File: src/rtl/phy_mode_pkg.sv
package phy_mode_pkg;

   localparam int unsigned OPT_W = 3;

   typedef enum logic [1:0] {
      REQ_SLEEP    = 2'd0,
      REQ_NORMAL   = 2'd1,
      REQ_TRISTATE = 2'd2,
      REQ_CONFIG   = 2'd3
   } req_mode_e;

   // bit 1 = chip select (active low), bit 0 = reset (active low)
   typedef logic [1:0] line_lvl_t;

   localparam line_lvl_t LVL_SLEEP    = 2'b00;
   localparam line_lvl_t LVL_NORMAL   = 2'b01;
   localparam line_lvl_t LVL_CONFIG   = 2'b10;
   localparam line_lvl_t LVL_TRISTATE = 2'b11;

   typedef enum logic [2:0] {
      ST_IDLE,
      ST_VIA_NORMAL,
      ST_TARGET,
      ST_CFG_ENTER,
      ST_PULSE_HI,
      ST_PULSE_LO,
      ST_CFG_EXIT
   } seq_state_e;

   function automatic line_lvl_t level_of_mode(req_mode_e m);
      line_lvl_t l;
      unique case (m)
         REQ_SLEEP:    l = LVL_SLEEP;
         REQ_NORMAL:   l = LVL_NORMAL;
         REQ_TRISTATE: l = LVL_TRISTATE;
         default:      l = LVL_CONFIG;
      endcase
      return l;
   endfunction

   function automatic int unsigned max3(int unsigned a, int unsigned b, int unsigned c);
      int unsigned m;
      m = (a > b) ? a : b;
      return (m > c) ? m : c;
   endfunction

endpackage

File: src/rtl/phy_mode_timer.sv
module phy_mode_timer #(
   parameter int unsigned CW = 4
) (
   input  logic          clk_i,
   input  logic          rst_ni,
   input  logic          load_i,
   input  logic [CW-1:0] load_val_i,
   output logic          expired_o
);

   if (CW < 1) begin : g_bad_cw
      $error("phy_mode_timer: CW must be at least 1");
   end

   logic [CW-1:0] cnt_q;

   always_ff @(posedge clk_i) begin
      if (!rst_ni) begin
         cnt_q <= '0;
      end else if (load_i) begin
         cnt_q <= load_val_i;
      end else if (cnt_q != '0) begin
         cnt_q <= cnt_q - 1'b1;
      end
   end

   assign expired_o = (cnt_q == '0);

   // an idle timer stays expired until it is reloaded
   p_timer_rest_r3: assert property (@(posedge clk_i) disable iff (!rst_ni)
      (!load_i && expired_o) |=> expired_o);

endmodule

File: src/rtl/phy_mode_pulse_cnt.sv
module phy_mode_pulse_cnt #(
   parameter int unsigned OW = 3
) (
   input  logic          clk_i,
   input  logic          rst_ni,
   input  logic          load_i,
   input  logic [OW-1:0] load_val_i,
   input  logic          dec_i,
   output logic          zero_o
);

   logic [OW-1:0] left_q;

   always_ff @(posedge clk_i) begin
      if (!rst_ni) begin
         left_q <= '0;
      end else if (load_i) begin
         left_q <= load_val_i;
      end else if (dec_i) begin
         left_q <= left_q - 1'b1;
      end
   end

   assign zero_o = (left_q == '0);

   // never emit more pulses than requested
   p_no_underflow_r5: assert property (@(posedge clk_i) disable iff (!rst_ni)
      dec_i |-> !zero_o);

endmodule

File: src/rtl/phy_mode_req_check.sv
module phy_mode_req_check
   import phy_mode_pkg::*;
#(
   parameter bit REDUCED_PIN = 1'b0
) (
   input  req_mode_e        mode_i,
   input  logic [OPT_W-1:0] opt_i,
   output logic             ok_o
);

   localparam int unsigned NUM_OPT_FULL = 2 ** OPT_W;
   localparam int unsigned NUM_OPT_RED  = NUM_OPT_FULL / 2;

   logic opt_ok;

   if (REDUCED_PIN) begin : g_reduced
      assign opt_ok = ({1'b0, opt_i} < (OPT_W + 1)'(NUM_OPT_RED));
   end else begin : g_full
      assign opt_ok = 1'b1;
   end

   assign ok_o = (mode_i != REQ_CONFIG) || opt_ok;

endmodule

File: src/rtl/phy_mode_seq.sv
module phy_mode_seq
   import phy_mode_pkg::*;
#(
   parameter int unsigned T_STATE     = 16,
   parameter int unsigned PULSE_HI    = 4,
   parameter int unsigned PULSE_LO    = 4,
   parameter bit          REDUCED_PIN = 1'b0
) (
   input  logic       clk_i,
   input  logic       rst_ni,
   input  logic       req_i,
   input  logic [1:0] req_mode_i,
   input  logic [2:0] req_opt_i,
   output logic       phy_cs_no,
   output logic       phy_rst_no,
   output logic       busy_o,
   output logic       done_o,
   output logic       err_o
);

   localparam int unsigned WMAX = max3(T_STATE, PULSE_HI, PULSE_LO);
   localparam int unsigned TW   = (WMAX < 2) ? 1 : $clog2(WMAX + 1);
   localparam logic [TW-1:0] LD_STATE = TW'(T_STATE - 1);
   localparam logic [TW-1:0] LD_HI    = TW'(PULSE_HI - 1);
   localparam logic [TW-1:0] LD_LO    = TW'(PULSE_LO - 1);

   if (T_STATE < 1 || PULSE_HI < 1 || PULSE_LO < 1) begin : g_bad_width
      $error("phy_mode_seq: all hold widths must be at least one cycle");
   end
   if (OPT_W != 3) begin : g_bad_opt
      $error("phy_mode_seq: clock option must be three bits");
   end

   seq_state_e state_q, nxt_state;
   line_lvl_t  lvl_q, nxt_lvl, req_tgt;
   req_mode_e  mode_q, mode_in;
   logic       done_q, err_q, done_set, accept;
   logic       tmr_load, tmr_done;
   logic [TW-1:0] tmr_val;
   logic       cnt_load, cnt_dec, cnt_zero;
   logic       req_ok, busy;

   assign mode_in = req_mode_e'(req_mode_i);
   assign req_tgt = level_of_mode(mode_in);
   assign busy    = (state_q != ST_IDLE);

   phy_mode_req_check #(.REDUCED_PIN(REDUCED_PIN)) u_check (
      .mode_i (mode_in),
      .opt_i  (req_opt_i),
      .ok_o   (req_ok)
   );

   phy_mode_timer #(.CW(TW)) u_timer (
      .clk_i      (clk_i),
      .rst_ni     (rst_ni),
      .load_i     (tmr_load),
      .load_val_i (tmr_val),
      .expired_o  (tmr_done)
   );

   phy_mode_pulse_cnt #(.OW(OPT_W)) u_pulses (
      .clk_i      (clk_i),
      .rst_ni     (rst_ni),
      .load_i     (cnt_load),
      .load_val_i (req_opt_i),
      .dec_i      (cnt_dec),
      .zero_o     (cnt_zero)
   );

   always_comb begin
      nxt_state = state_q;
      nxt_lvl   = lvl_q;
      tmr_load  = 1'b0;
      tmr_val   = LD_STATE;
      cnt_load  = 1'b0;
      cnt_dec   = 1'b0;
      done_set  = 1'b0;
      accept    = 1'b0;
      unique case (state_q)
         ST_IDLE: begin
            if (req_i && req_ok) begin
               accept   = 1'b1;
               cnt_load = 1'b1;
               tmr_load = 1'b1;
               if (lvl_q != LVL_NORMAL && req_tgt != LVL_NORMAL && req_tgt != lvl_q) begin
                  nxt_state = ST_VIA_NORMAL;
                  nxt_lvl   = LVL_NORMAL;
               end else if (mode_in == REQ_CONFIG) begin
                  nxt_state = ST_CFG_ENTER;
                  nxt_lvl   = LVL_CONFIG;
               end else begin
                  nxt_state = ST_TARGET;
                  nxt_lvl   = req_tgt;
               end
            end
         end
         ST_VIA_NORMAL: begin
            if (tmr_done) begin
               tmr_load = 1'b1;
               if (mode_q == REQ_CONFIG) begin
                  nxt_state = ST_CFG_ENTER;
                  nxt_lvl   = LVL_CONFIG;
               end else begin
                  nxt_state = ST_TARGET;
                  nxt_lvl   = level_of_mode(mode_q);
               end
            end
         end
         ST_CFG_ENTER, ST_PULSE_LO: begin
            if (tmr_done) begin
               tmr_load = 1'b1;
               if (cnt_zero) begin
                  nxt_state = ST_CFG_EXIT;
                  nxt_lvl   = LVL_NORMAL;
               end else begin
                  nxt_state = ST_PULSE_HI;
                  nxt_lvl   = LVL_TRISTATE;
                  tmr_val   = LD_HI;
               end
            end
         end
         ST_PULSE_HI: begin
            if (tmr_done) begin
               tmr_load  = 1'b1;
               tmr_val   = LD_LO;
               cnt_dec   = 1'b1;
               nxt_state = ST_PULSE_LO;
               nxt_lvl   = LVL_CONFIG;
            end
         end
         ST_TARGET, ST_CFG_EXIT: begin
            if (tmr_done) begin
               nxt_state = ST_IDLE;
               done_set  = 1'b1;
            end
         end
         default: nxt_state = ST_IDLE;
      endcase
   end

   always_ff @(posedge clk_i) begin
      if (!rst_ni) begin
         state_q <= ST_IDLE;
         lvl_q   <= LVL_SLEEP;
         mode_q  <= REQ_SLEEP;
         done_q  <= 1'b0;
         err_q   <= 1'b0;
      end else begin
         state_q <= nxt_state;
         lvl_q   <= nxt_lvl;
         done_q  <= done_set;
         err_q   <= req_i && (busy || !req_ok);
         if (accept) begin
            mode_q <= mode_in;
         end
      end
   end

   assign phy_cs_no  = lvl_q[1];
   assign phy_rst_no = lvl_q[0];
   assign busy_o     = busy;
   assign done_o     = done_q;
   assign err_o      = err_q;

   // leaving sleep always lands in normal
   p_sleep_exit_r3: assert property (@(posedge clk_i) disable iff (!rst_ni)
      ($past(lvl_q) == LVL_SLEEP && lvl_q != LVL_SLEEP) |-> lvl_q == LVL_NORMAL);

   // leaving a settled tristate always lands in normal
   p_tri_exit_r3: assert property (@(posedge clk_i) disable iff (!rst_ni)
      ($past(lvl_q) == LVL_TRISTATE && $past(state_q) == ST_IDLE && lvl_q != LVL_TRISTATE)
      |-> lvl_q == LVL_NORMAL);

   // configuration level is never left standing when idle
   p_idle_no_cfg_r6: assert property (@(posedge clk_i) disable iff (!rst_ni)
      !busy_o |-> {phy_cs_no, phy_rst_no} != LVL_CONFIG);

   // done lasts one cycle and coincides with busy low
   p_done_pulse_r7: assert property (@(posedge clk_i) disable iff (!rst_ni)
      done_o |=> !done_o);
   p_done_idle_r7: assert property (@(posedge clk_i) disable iff (!rst_ni)
      done_o |-> !busy_o);

   // request while busy is flagged
   p_busy_reject_r8: assert property (@(posedge clk_i) disable iff (!rst_ni)
      (req_i && busy_o) |=> err_o);

   // a refused option leaves lines and busy alone
   p_bad_opt_r9: assert property (@(posedge clk_i) disable iff (!rst_ni)
      (req_i && !busy_o && !req_ok) |=> (err_o && !busy_o && $stable(lvl_q)));

endmodule

File: config.mk
export PLATFORM = sky130hd
export DESIGN_NAME = phy_mode_seq
export DESIGN_NICKNAME = d
export VERILOG_FILES = /design/src/rtl/phy_mode_pkg.sv /design/src/rtl/phy_mode_timer.sv /design/src/rtl/phy_mode_pulse_cnt.sv /design/src/rtl/phy_mode_req_check.sv /design/src/rtl/phy_mode_seq.sv
export SDC_FILE = /design/constraint.sdc
export NUM_CORES = 1
export LEC_CHECK = 0
export CAP_MARGIN = 20
export CORE_UTILIZATION = 35
export CTS_CLUSTER_SIZE = 24
export DETAILED_ROUTE_END_ITERATION = 12
export PLACE_DENSITY_LB_ADDON = 0.15
export SKIP_LAST_GASP = 1
export SYNTH_ARGS = -nofsm -noshare
export SYNTH_HDL_FRONTEND = slang
export SYNTH_HIERARCHICAL = 1
export SYNTH_SLANG_ARGS = --single-unit
File: constraint.sdc
create_clock -name clk_i -period 2.75 [get_ports clk_i]
set_clock_uncertainty 0.05 [all_clocks]
set_input_delay 0.55 -clock clk_i [delete_from_list [all_inputs] [get_ports clk_i]]
set_output_delay 0.55 -clock clk_i [all_outputs]
set_load 0.05 [all_outputs]
# Word level (Yosys, flattened, before mapping)
# Index checks and enable logic that the tools add are counted.
# totals
regBits	17
inputBits	8
word_cells	82
# op_classes
addsub	2
eq_ne	20
mux	34
n_reduce_logical	19
# op_table
cell	n
3-bit 2-to-1 mux	7
2-bit 2-to-1 mux	10
3-bit one-hot mux with 5 select lines	1
4-bit 2-to-1 mux	3
2-bit one-hot mux with 3 select lines	2
5-bit 2-to-1 mux	2
2-bit inequality test (second input constant)	5
5-bit AND reduction	2
3-bit == test (second input constant)	3
2-bit == test (second input constant)	4
2-bit one-hot mux with 4 select lines	1
4-bit one-hot mux with 2 select lines	1
3-bit by 2-bit == test with 1-bit output (second input constant)	2
3-bit logical NOT	2
1-bit 2-to-1 mux	6
5-bit logical NOT	1
5-bit nonzero test	1
5-bit by 1-bit subtractor with 5-bit output (second input constant)	1
2-bit by 1-bit == test with 1-bit output (second input constant)	2
2-bit logical NOT	2
2-bit by 1-bit inequality test with 1-bit output (second input constant)	2
2-bit nonzero test	2
4-bit nonzero test	1
2-bit OR reduction	2
other kinds (8)	10

# Longest topological paths before layout
# logic_depth
depth_word	8
depth_mapped	11

# Hierarchy
# The synthesis kept the hierarchy.
# by_module_without_submodules
mod	n_inst	cells_each	area_per_inst_um2	seq_area_each_um2
phy_mode_seq	1	90	719.4	180.2
phy_mode_timer	1	34	300.3	100.1
phy_mode_pulse_cnt	1	20	190.2	60.1
phy_mode_req_check	1	2	11.3	0.0

# Worst setup path before layout
# Ideal clock, no wire load.
# synth_path
kind	register -> register
from	register u_timer.cnt_q[0]
to	register u_timer.cnt_q[1]
setup_time_ns	0.062
arrival_time_ns	1.970
required_ns	2.638
path_slack_ns	0.668
stages_incl_launch_ff	11
cell_sequence	dfxtp_1 > inv_1 > ha_1 > nor4b_4 > buf_2 > a21bo_4 > and2_4 > inv_1 > buf_6 > or4_1 > nand3_1
# synth_between
elab_chain_len	4
elab_cells_between_ends	10
# synth_lines
element	line	rtl
start, declared	phy_mode_timer.sv:15	logic [CW-1:0] cnt_q;
start signal, assigned	phy_mode_timer.sv:21	cnt_q <= load_val_i;
start signal, assigned	phy_mode_timer.sv:23	cnt_q <= cnt_q - 1'b1;
5-bit logical NOT (*)	phy_mode_timer.sv:27	assign expired_o = (cnt_q == '0);
named net tmr_done	phy_mode_seq.sv:38	logic tmr_load, tmr_done;
1-bit 2-to-1 mux (*)	phy_mode_seq.sv:98, phy_mode_seq.sv:110, phy_mode_seq.sv:123	
1-bit one-hot mux with 2 select lines (*)	phy_mode_seq.sv:79	unique case (state_q)
named net tmr_load	phy_mode_seq.sv:38	
5-bit 2-to-1 mux or 2-bit nonzero test (tied branches)	--	
# The timed path passes the listed nets; every way through them passes the cells marked *. The select of a mux whose other input is x is not followed.
# A chain may end at the register's enable or synchronous reset.

# Worst setup path in the final report
# layout_path
from	register state_q[2]
to	output busy_o
# layout_between
elab_chain_len	1
# layout_lines
element	line	rtl
start, declared	phy_mode_seq.sv:34	seq_state_e state_q, nxt_state;
start signal, assigned	phy_mode_seq.sv:149	state_q <= nxt_state;
3-bit nonzero test	phy_mode_seq.sv:45	assign busy = (state_q != ST_IDLE);
end, declared	phy_mode_seq.sv:16	output logic busy_o,
# No other way between the ends.

==> flow_summary.toml <==
[cts]
cts_tree = "done"
cts_buffer_depth = 2
clkSinkCount = 17
path_clk_slew_ns = 0.10
cts_resized = 0
cts-root-buf = "clkbuf_4"
cts.htree.levels = 1
cts_hold_buf = 0
numCtsBuffers = 3
clock_latency_ns = 0.29
cts_setup_buffers = 0

[cells_and_area]
post-route-util_pct = 41.9
fin_nets = 176
multi_input_area_um2 = 772
drive_gt1_share_pct = 11.3
diodes = 0
nFillCells = 362
syn_to_final_growth_pct = 14.5
final_cell_count_no_fill = 205
seq_area_um2 = 340

[placement]
dpl.cell_count = 201
place_hpwl_um = 1790
gp_congestion = 0.751
io_buffers = 12

[timing]
maxSlewHeadroom_pct = 62.1
rsz0062_at_grt = "no"
finalSetupViolations = 0
period_share_pct = 90.1
fmax_mhz = 403
period_needed_ns = 2.48
tightestPinTransition_ns = 0.567
holdWs_ns = 0.457
fin_setup_tns_ns = 0
drv_slew = 0
timing.final.hold_violations = 0

[logic_synthesis]
synthMuxAreaShare_pct = 0
ys_seq_elements = 17
synth_xor_area_share_pct = 1.43
synth_top_family_by_area = "simple AND/OR/NAND/NOR gates"
ys_warn_count = 6
synth.distinct_cells = 46
synth-seq-area-share_pct = 27.9
synthAdderAreaFrac_pct = 8.20
yosys.area_share.simple_pct = 29.1
avgSynthCellArea_um2 = 8.36
netlist_instances = 146
synth_compound_area_share_pct = 23.3
synthesis.area_um2 = 1220

[routing]
vias = 1038
firstDrtPassIters = 4
postRouteAntennaNets = 0
viasPerCell = 5.06
routedWlPerCell_um = 11.7
totalWireLength_um = 2390
drt_iter0_markers = 24
route.detailed.drc = 0

[critical_path]
critical_path.top_delay_family = "buffers and inverters"
crit_buf_inv = 2
worst_setup_path_start_kind = "register"
crit_path_max_incr_delay_ns = 0.79
worstPathArrival_ns = 1.88
cp_cell_sequence = "nor3_2, inv_1, clkdlybuf4s50_1"
cp.required_ns = 2.15
endpoint_kind = "output pin"
path_max_fanout = 13
crit_type = "reg2out"
slowest_stage = "clkdlybuf4s50_1"

[power_and_ir_drop]
p_leak_nw = 0.575
vdd_drop_max_v = 0.000198
power_density_nw_per_um2 = 710

[floorplanning]
core-area_um2 = 3340
die_w_um = 61.1
initial_utilization_pct = 36.6
fp.dieArea_um2 = 3730
num_io_pins = 13
die_h_um = 61.1
fp-row-count = 21

[grt]
grt_max_degree = 15
grt_use_total_pct = 14.7
overflow = 0
grt_pass1_wl_um = 4080
grt_pass1_vias = 943
antenna_found_initial = 0

[worst_hold_path]
hold_class = "reg2reg"

[job]
max-cap-violations = 0

[status]
outcome = "completed"
==> worst min-delay path, delay by kind of cell (launching register included) <==
family | cells | cell delay (ns)
AOI/OAI and AO/OA | 1 | 0.07
DFF | 1 | 0.34
and+or+nand+nor | 1 | 0.05
==> registers in the layout (all words and copies together) (netlist names) <==
name and count:
done_o 1, err_o 1, state_q 3, u_timer/cnt_q 5, u_pulses/left_q 3, lvl_q 2, mode_q 2
==> cell type report <==
cell class | count | share of cell area [%]
sequential | 17 | 24.3
clock buffer | 4 | 1.88
tap | 46 | 4.11
multi-input combinational | 108 | 55.2
inverter | 14 | 3.76
timing repair buffer | 16 | 10.7
==> layer usage <==
metal / vias to the layer above / global-route usage (%) / share of wire, %
met5: - / 0 / 0
li1: 540 / - / -
met1: 480 / 20.3 / 52
met3: 2 / 1.89 / 2.9
met2: 16 / 22.2 / 44
met4: 0 / 7.79 / 0.84
==> final timing paths <==
path,depth (start not counted),slack (ns),endpoint,from
max reg2reg,10,0.49,u_timer/cnt_q[0]$_SDFFE_PN0P_,u_timer/cnt_q[0]$_SDFFE_PN0P_
min,2,0.46,mode_q[1]$_SDFFE_PN0P_,mode_q[1]$_SDFFE_PN0P_
max,3,0.27,busy_o,state_q[2]$_SDFFE_PN0P_
min reg2reg,2,0.46,mode_q[1]$_SDFFE_PN0P_,mode_q[1]$_SDFFE_PN0P_
==> cell usage after synthesis, drive strengths merged <==
library cell | number | area (um^2)
dfxtp | 17 | 340
inv | 14 | 52.6
nand3 | 13 | 77.6
nand2 | 12 | 45.0
buf | 8 | 60.1
ha | 8 | 100
a21oi | 7 | 35.0
nor2 | 7 | 26.3
nand2b | 6 | 47.5
o21ai | 5 | 25.0
a21boi | 3 | 22.5
and2 | 3 | 21.3
conb | 3 | 11.3
nand3b | 3 | 22.5
nor2b | 3 | 18.8
nor3 | 3 | 20.0
a21o | 2 | 15.0
nand4 | 2 | 12.5
nor3b | 2 | 15.0
o311a | 2 | 20.0
o311ai | 2 | 17.5
o31a | 2 | 17.5
o31ai | 2 | 25.0
o41ai | 2 | 17.5
or4 | 2 | 15.0
a21bo | 1 | 16.3
a221oi | 1 | 15.0
a22oi | 1 | 7.51
a2bb2oi | 1 | 8.76
a31oi | 1 | 6.26
a32oi | 1 | 8.76
and4b | 1 | 10.0
nor4b | 1 | 23.8
o2111ai | 1 | 8.76
o211a | 1 | 10.0
o211ai | 1 | 7.51
xnor2 | 1 | 8.76
xor2 | 1 | 8.76
==> through the flow <==
stage	total power, mW	cell area, um^2	setup WS [ns]
finish	0.993	1400	0.272
global placement	0.850	1370	0.380
floorplan	0.730	1220	0.668
global route	1.07	1400	0.125
CTS	0.999	1400	0.257
detailed placement	0.857	1370	0.331
==> logic make-up after synthesis <==
group,Yosys count
xor+xnor,2
buf+inv,22
fa+ha+maj,8
flops,17
compound gates,36
other cells,3
simple gates,58
==> layout by cell type, fill, tap and decap left out, drive strengths merged, types with 4 or more instances in the layout <==
cell type / count
nand2: 12
nand3: 13
buf: 4
o21ai: 5
dfxtp: 17
clkbuf: 4
nor2: 7
inv: 14
ha: 8
nand2b: 6
clkdlybuf4s50: 12
conb: 4
a21oi: 7
==> report_power, final <==
| part | leakage (nW) | internal (mW) | switching [mW] |
|---|---|---|---|
| clock | 0.0150 | 0.0564 | 0.0817 |
| sequential | 0.140 | 0.299 | 0.0655 |
| combinational | 0.420 | 0.227 | 0.264 |
No activity file was read; power rests on OpenSTA's default activity.
